`src/rtl/colock_pkg.sv`:
```
package colock_pkg;
  typedef enum logic [1:0] {
    OP_NONE  = 2'b00,
    OP_SETUP = 2'b01,
    OP_START = 2'b10,
    OP_READ  = 2'b11
  } colock_op_e;
endpackage

```
`src/rtl/colock_classify.sv`:
```
module colock_classify
  import colock_pkg::*;
#(
  parameter int RD_W         = 1,
  parameter int FINAL_RD_IDX = 1
) (
  input  logic            valid,
  input  logic [1:0]      op,
  input  logic [RD_W-1:0] rd_idx,
  output logic            acc_any,
  output logic            acc_write,
  output logic            acc_final
);
  colock_op_e op_e;

  always_comb begin
    op_e      = colock_op_e'(op);
    acc_any   = valid && (op_e != OP_NONE);
    acc_write = valid && ((op_e == OP_SETUP) || (op_e == OP_START));
    acc_final = valid && (op_e == OP_READ) && (rd_idx == RD_W'(FINAL_RD_IDX));
  end
endmodule

```
`src/rtl/colock_gate.sv`:
```
module colock_gate #(
  parameter int NUM_TASKS = 4,
  parameter int TASK_W    = 2
) (
  input  logic              busy,
  input  logic [TASK_W-1:0] owner,
  input  logic [TASK_W-1:0] req_id,
  input  logic              acc_any,
  input  logic              acc_write,
  input  logic              acc_final,
  output logic              stall,
  output logic              take,
  output logic              drop
);
  logic [NUM_TASKS-1:0] id_hot;
  logic [NUM_TASKS-1:0] own_hot;
  logic                 is_owner;

  for (genvar i = 0; i < NUM_TASKS; i++) begin : g_slot
    assign id_hot[i]  = (req_id == TASK_W'(i));
    assign own_hot[i] = busy && (owner == TASK_W'(i));
  end

  always_comb begin
    is_owner = |(id_hot & own_hot);
    stall    = acc_any && busy && !is_owner;
    take     = acc_write && !busy;
    drop     = acc_final && is_owner;
  end
endmodule

```
`src/rtl/colock_state.sv`:
```
module colock_state #(
  parameter int TASK_W = 2
) (
  input  logic              clk,
  input  logic              rst,
  input  logic              clr,
  input  logic              take,
  input  logic              drop,
  input  logic [TASK_W-1:0] req_id,
  output logic              busy_q,
  output logic [TASK_W-1:0] owner_q
);
  always_ff @(posedge clk) begin
    if (rst || clr) begin
      busy_q  <= 1'b0;
      owner_q <= '0;
    end else if (take) begin
      busy_q  <= 1'b1;
      owner_q <= req_id;
    end else if (drop) begin
      busy_q  <= 1'b0;
      owner_q <= '0;
    end
  end
endmodule

```
`src/rtl/colock_arbiter.sv`:
```
module colock_arbiter #(
  parameter int NUM_TASKS    = 4,
  parameter int NUM_READS    = 2,
  parameter int FINAL_RD_IDX = NUM_READS - 1,
  localparam int TASK_W      = (NUM_TASKS > 1) ? $clog2(NUM_TASKS) : 1,
  localparam int RD_W        = (NUM_READS > 1) ? $clog2(NUM_READS) : 1
) (
  input  logic              clk,
  input  logic              rst,
  input  logic              lock_clr,
  input  logic              req_valid,
  input  logic [TASK_W-1:0] req_id,
  input  logic [1:0]        req_op,
  input  logic [RD_W-1:0]   req_rd_idx,
  output logic              stall,
  output logic              lock_busy,
  output logic [TASK_W-1:0] lock_owner
);
  logic acc_any, acc_write, acc_final;
  logic take, drop;

  colock_classify #(.RD_W(RD_W), .FINAL_RD_IDX(FINAL_RD_IDX)) i_classify (
    .valid(req_valid), .op(req_op), .rd_idx(req_rd_idx),
    .acc_any(acc_any), .acc_write(acc_write), .acc_final(acc_final)
  );

  colock_gate #(.NUM_TASKS(NUM_TASKS), .TASK_W(TASK_W)) i_gate (
    .busy(lock_busy), .owner(lock_owner), .req_id(req_id),
    .acc_any(acc_any), .acc_write(acc_write), .acc_final(acc_final),
    .stall(stall), .take(take), .drop(drop)
  );

  colock_state #(.TASK_W(TASK_W)) i_state (
    .clk(clk), .rst(rst), .clr(lock_clr), .take(take), .drop(drop),
    .req_id(req_id), .busy_q(lock_busy), .owner_q(lock_owner)
  );
endmodule

```
`config.mk`:
```
export PLATFORM = sky130hd
export DESIGN_NAME = colock_arbiter
export DESIGN_NICKNAME = d
export VERILOG_FILES = /design/src/rtl/colock_pkg.sv /design/src/rtl/colock_classify.sv /design/src/rtl/colock_gate.sv /design/src/rtl/colock_state.sv /design/src/rtl/colock_arbiter.sv
export SDC_FILE = /design/constraint.sdc
export NUM_CORES = 1
export LEC_CHECK = 0
export BUFFER_PORTS_ARGS = -buffer_cell sky130_fd_sc_hd__buf_2
export CAP_MARGIN = 20
export CORE_AREA = 2 2 39 41
export CTS_CLUSTER_SIZE = 10
export DETAILED_ROUTE_END_ITERATION = 8
export DIE_AREA = 0 0 41 43
export PLACE_DENSITY = 0.45
export SYNTH_ARGS = -nofsm -noshare
export SYNTH_HDL_FRONTEND = slang
export SYNTH_SLANG_ARGS = --single-unit
```
`constraint.sdc`:
```
create_clock -name clk -period 1.1 [get_ports clk]
set_clock_uncertainty 0.15 [all_clocks]
set_input_delay 0.275 -clock clk [delete_from_list [all_inputs] [get_ports clk]]
set_output_delay 0.275 -clock clk [all_outputs]
set_load 0.02 [all_outputs]
```
==> impl_metrics.tcl <==
set metrics [dict create \
    place_hpwl_um 435 \
    ant_nets 0 \
    required_ns 0.67 \
    gr-usage-all-layers_pct 8.84 \
    drc 0 \
    post_route_cells_drive_above_1_share_pct 64.0 \
    path_delay_family "flip-flops" \
    status "finished with violations" \
    reg2reg_slack_ns -0.38 \
    fin_crit_sh_pct 135 \
    ir_worst_vdd_v 0.000420 \
    ys_async_sr_fraction_pct 0 \
    setup_violations 7 \
    synth_most_common_cell "nand2_1" \
    met2WireLength_um 309 \
    diodes 0 \
    die_w_um 41 \
    power_uw 405 \
    p_clk_share_pct 48.1 \
    ys_seq_area_share_pct 31.2 \
    path_cells "xor2_2, nor2_1, nor3_2, buf_4" \
    fin_ws_ns -0.387 \
    max_freq_mhz 673 \
    clock_latency_ns 0.23 \
    synth_edf_count 0 \
    numCtsBuffers 3 \
    synthTopCellsByArea "dfxtp_1 (31%), ha_1 (13%), nand2_1 (9.7%), xor2_1 (9.1%), nor4_2 (6.5%)" \
    initial_core_util_pct 13.9 \
    wire_per_inst_um 9.83 \
    fp.dieH_um 43 \
    slew-limit-headroom_pct 73.8 \
    synth-seq-cells 3 \
    grt_start_max_net_pins 6 \
    whs_path_depth 3 \
    p_comb_share_pct 23.9 \
    hp-class "in -> reg" \
    dr_wl_met3_um 76 \
    postSynthAreaPerCell_um2 8.03 \
    clockBufferDepth 2 \
    gr-total-overflow 0 \
    drt_first_pass_iters 4 \
    synth_area_leader_cell "dfxtp_1" \
    rr_startpoint "i_state.owner_q[0]" \
    pre_cts_ws_ns -0.311 \
    r2r_end "i_state.busy_q" \
    met1_length_um 262 \
    yosys_warnings 0 \
    worstPathArrival_ns 1.06 \
    tightest_slew_ns 0.390 \
    end_kind "primary output" \
    drtIter0Drc 4 \
    antenna_found_initial 0 \
    routabilityCongestion 0.619 \
    root_buffer "clkbuf_4" \
    p_switching_uw 105 \
    grt_pass1_wl_um 1040 \
    min_to "i_state.owner_q[0]" \
    syn_area_um2 193 \
    cp-start-kind "flip-flop" \
    cts_hold_buf 0 \
    synth_fp_nets 35 \
    finish.utilization_pct 31.7 \
    crit_buf_inv 1 \
    dp_cells 57 \
    synth_top_area_share_pct 31.2 \
    power.leakage_nw 0.208 \
    viasPerCell 3.94 \
    netlist_top_cells_count "nand2_1 (5), dfxtp_1 (3)" \
    crit_path_max_fanout 2 \
    cts_tree "done" \
    core_area_um2 1380 \
    port_buffers 12 \
    critPathKind "reg -> out" \
    drv_cap 0 \
    min_from "req_id[0]" \
    htreeDepth 1 \
    final_cells 66 \
    grt_pass1_vias 287 \
    slowest_stage "dfxtp_4" \
    numClockSinks 3 \
    io_pins 13 \
    hold_viol 0 \
    area_growth_pct 128 \
    wl_um 649 \
    p_int_uw 299 \
    rr_worst_depth 4 \
    synthFlopType "dfxtp_1" \
    grt_setup_unrepaired "yes" \
    placementRows 14 \
    final.min_clock_period_ns 1.49 \
    nets 62 \
    violations "setup timing" \
    switching_share_pct 26.0 \
    power_density_nw_per_um2 921 \
    ys_types 12 \
    dieArea_um2 1760 \
    slew_viol_final 0 \
    power_frac_seq_pct 28.0 \
    topRoutingLayerUsed "met3" \
    syn_inst 24 \
    slowest_delay_ns 0.34 \
    vias 260 \
    clk_pin_slew_ns 0.04 \
]
## cell families (layout without fill, tap and decap cells)
logic type               count (synthesis)  in the layout  share of synthesized area [%]
AND/OR/NAND/NOR                         12             12                           31.8
AO/OA/AOI/OAI                            3              3                           11.0
flip-flops                               3              3                           31.2
adder cells (fa/ha/maj)                  2              2                           13.0
XOR/XNOR                                 2              2                           9.09
buffers and inverters                    2             28                           3.90
## cell usage in the layout, fill, tap and decap left out, drive strengths merged
| cell type | count |
|---|---|
| buf | 22 |
| nand2 | 5 |
| clkbuf | 4 |
| dfxtp | 3 |
| inv | 2 |
| xor2 | 2 |
| nor2 | 2 |
| nand3 | 2 |
| o22ai | 2 |
| ha | 2 |
| nor3 | 1 |
| nand3b | 1 |
| nor4 | 1 |
| o32ai | 1 |
## flip-flops by register name, summed over array words and instances, names as in the netlist
register,cells
i_state.owner_q,2
i_state.busy_q,1
## tightest hold or removal path: cells and delay by family
kind	cells	cell delay (ns)
buffers and inverters	1	0.12
AO/OA/AOI/OAI	1	0.06
AND/OR/NAND/NOR	1	0.05
## cell type report
cell class	instances	area [um^2]
fillers	148	945
repair buffers	22	171
multi-input cells	19	145
flip-flops and latches	3	68.8
clock buffers	4	26.3
well taps	16	20.0
inverters	2	7.51
## power groups by stage
stage | clock network [mW] | registers [mW] | logic [mW]
finish | 0.195 | 0.113 | 0.0965
global route | 0.211 | 0.114 | 0.106
CTS | 0.206 | 0.113 | 0.0943
detailed placement | 0 | 0.114 | 0.0732
global placement | 0 | 0.114 | 0.0733
floorplan | 0 | 0.120 | 0.0281
## repair_timing
item                                    in CTS  in global routing
endpoints found under the setup margin       7                  7
resized for setup                           11                  2
pin swaps                                    4                  2
gates cloned                                 0                  0
hold endpoints to repair                     0                  0
setup buffers                                4                  2
## metal layers
metal / track usage (%) / vias up
li1: - / 135
met1: 11.0 / 110
met2: 12.8 / 15
met3: 2.09 / 0
met4: 6.00 / 0
met5: 0 / -
## worst max-delay path by stage
stage                            start        endpoint  slack, ns  cells after the start
finish              i_state.owner_q[0]           stall      -0.39                      4
global route        i_state.owner_q[0]           stall      -0.45                      4
floorplan           i_state.owner_q[1]           stall      -0.28                      3
CTS                 i_state.owner_q[0]           stall      -0.40                      4
detailed placement           req_id[1]  i_state.busy_q      -0.31                      4
global placement             req_id[1]  i_state.busy_q      -0.32                      4
## metrics by stage
| stage | cell area, um^2 | setup TNS (ns) | hold slack, ns |
|---|---|---|---|
| 3_3_place_gp | 338 | -1.16 | 0.417 |
| 4_1_cts | 428 | -1.91 | 0.160 |
| 2_1_floorplan | 220 | -0.742 | 0.242 |
| 5_1_grt | 439 | -2.32 | 0.189 |
| 3_5_place_dp | 338 | -1.16 | 0.412 |
| 6_report | 439 | -2.03 | 0.168 |
Note: power is estimated with default switching activity, not from simulation.
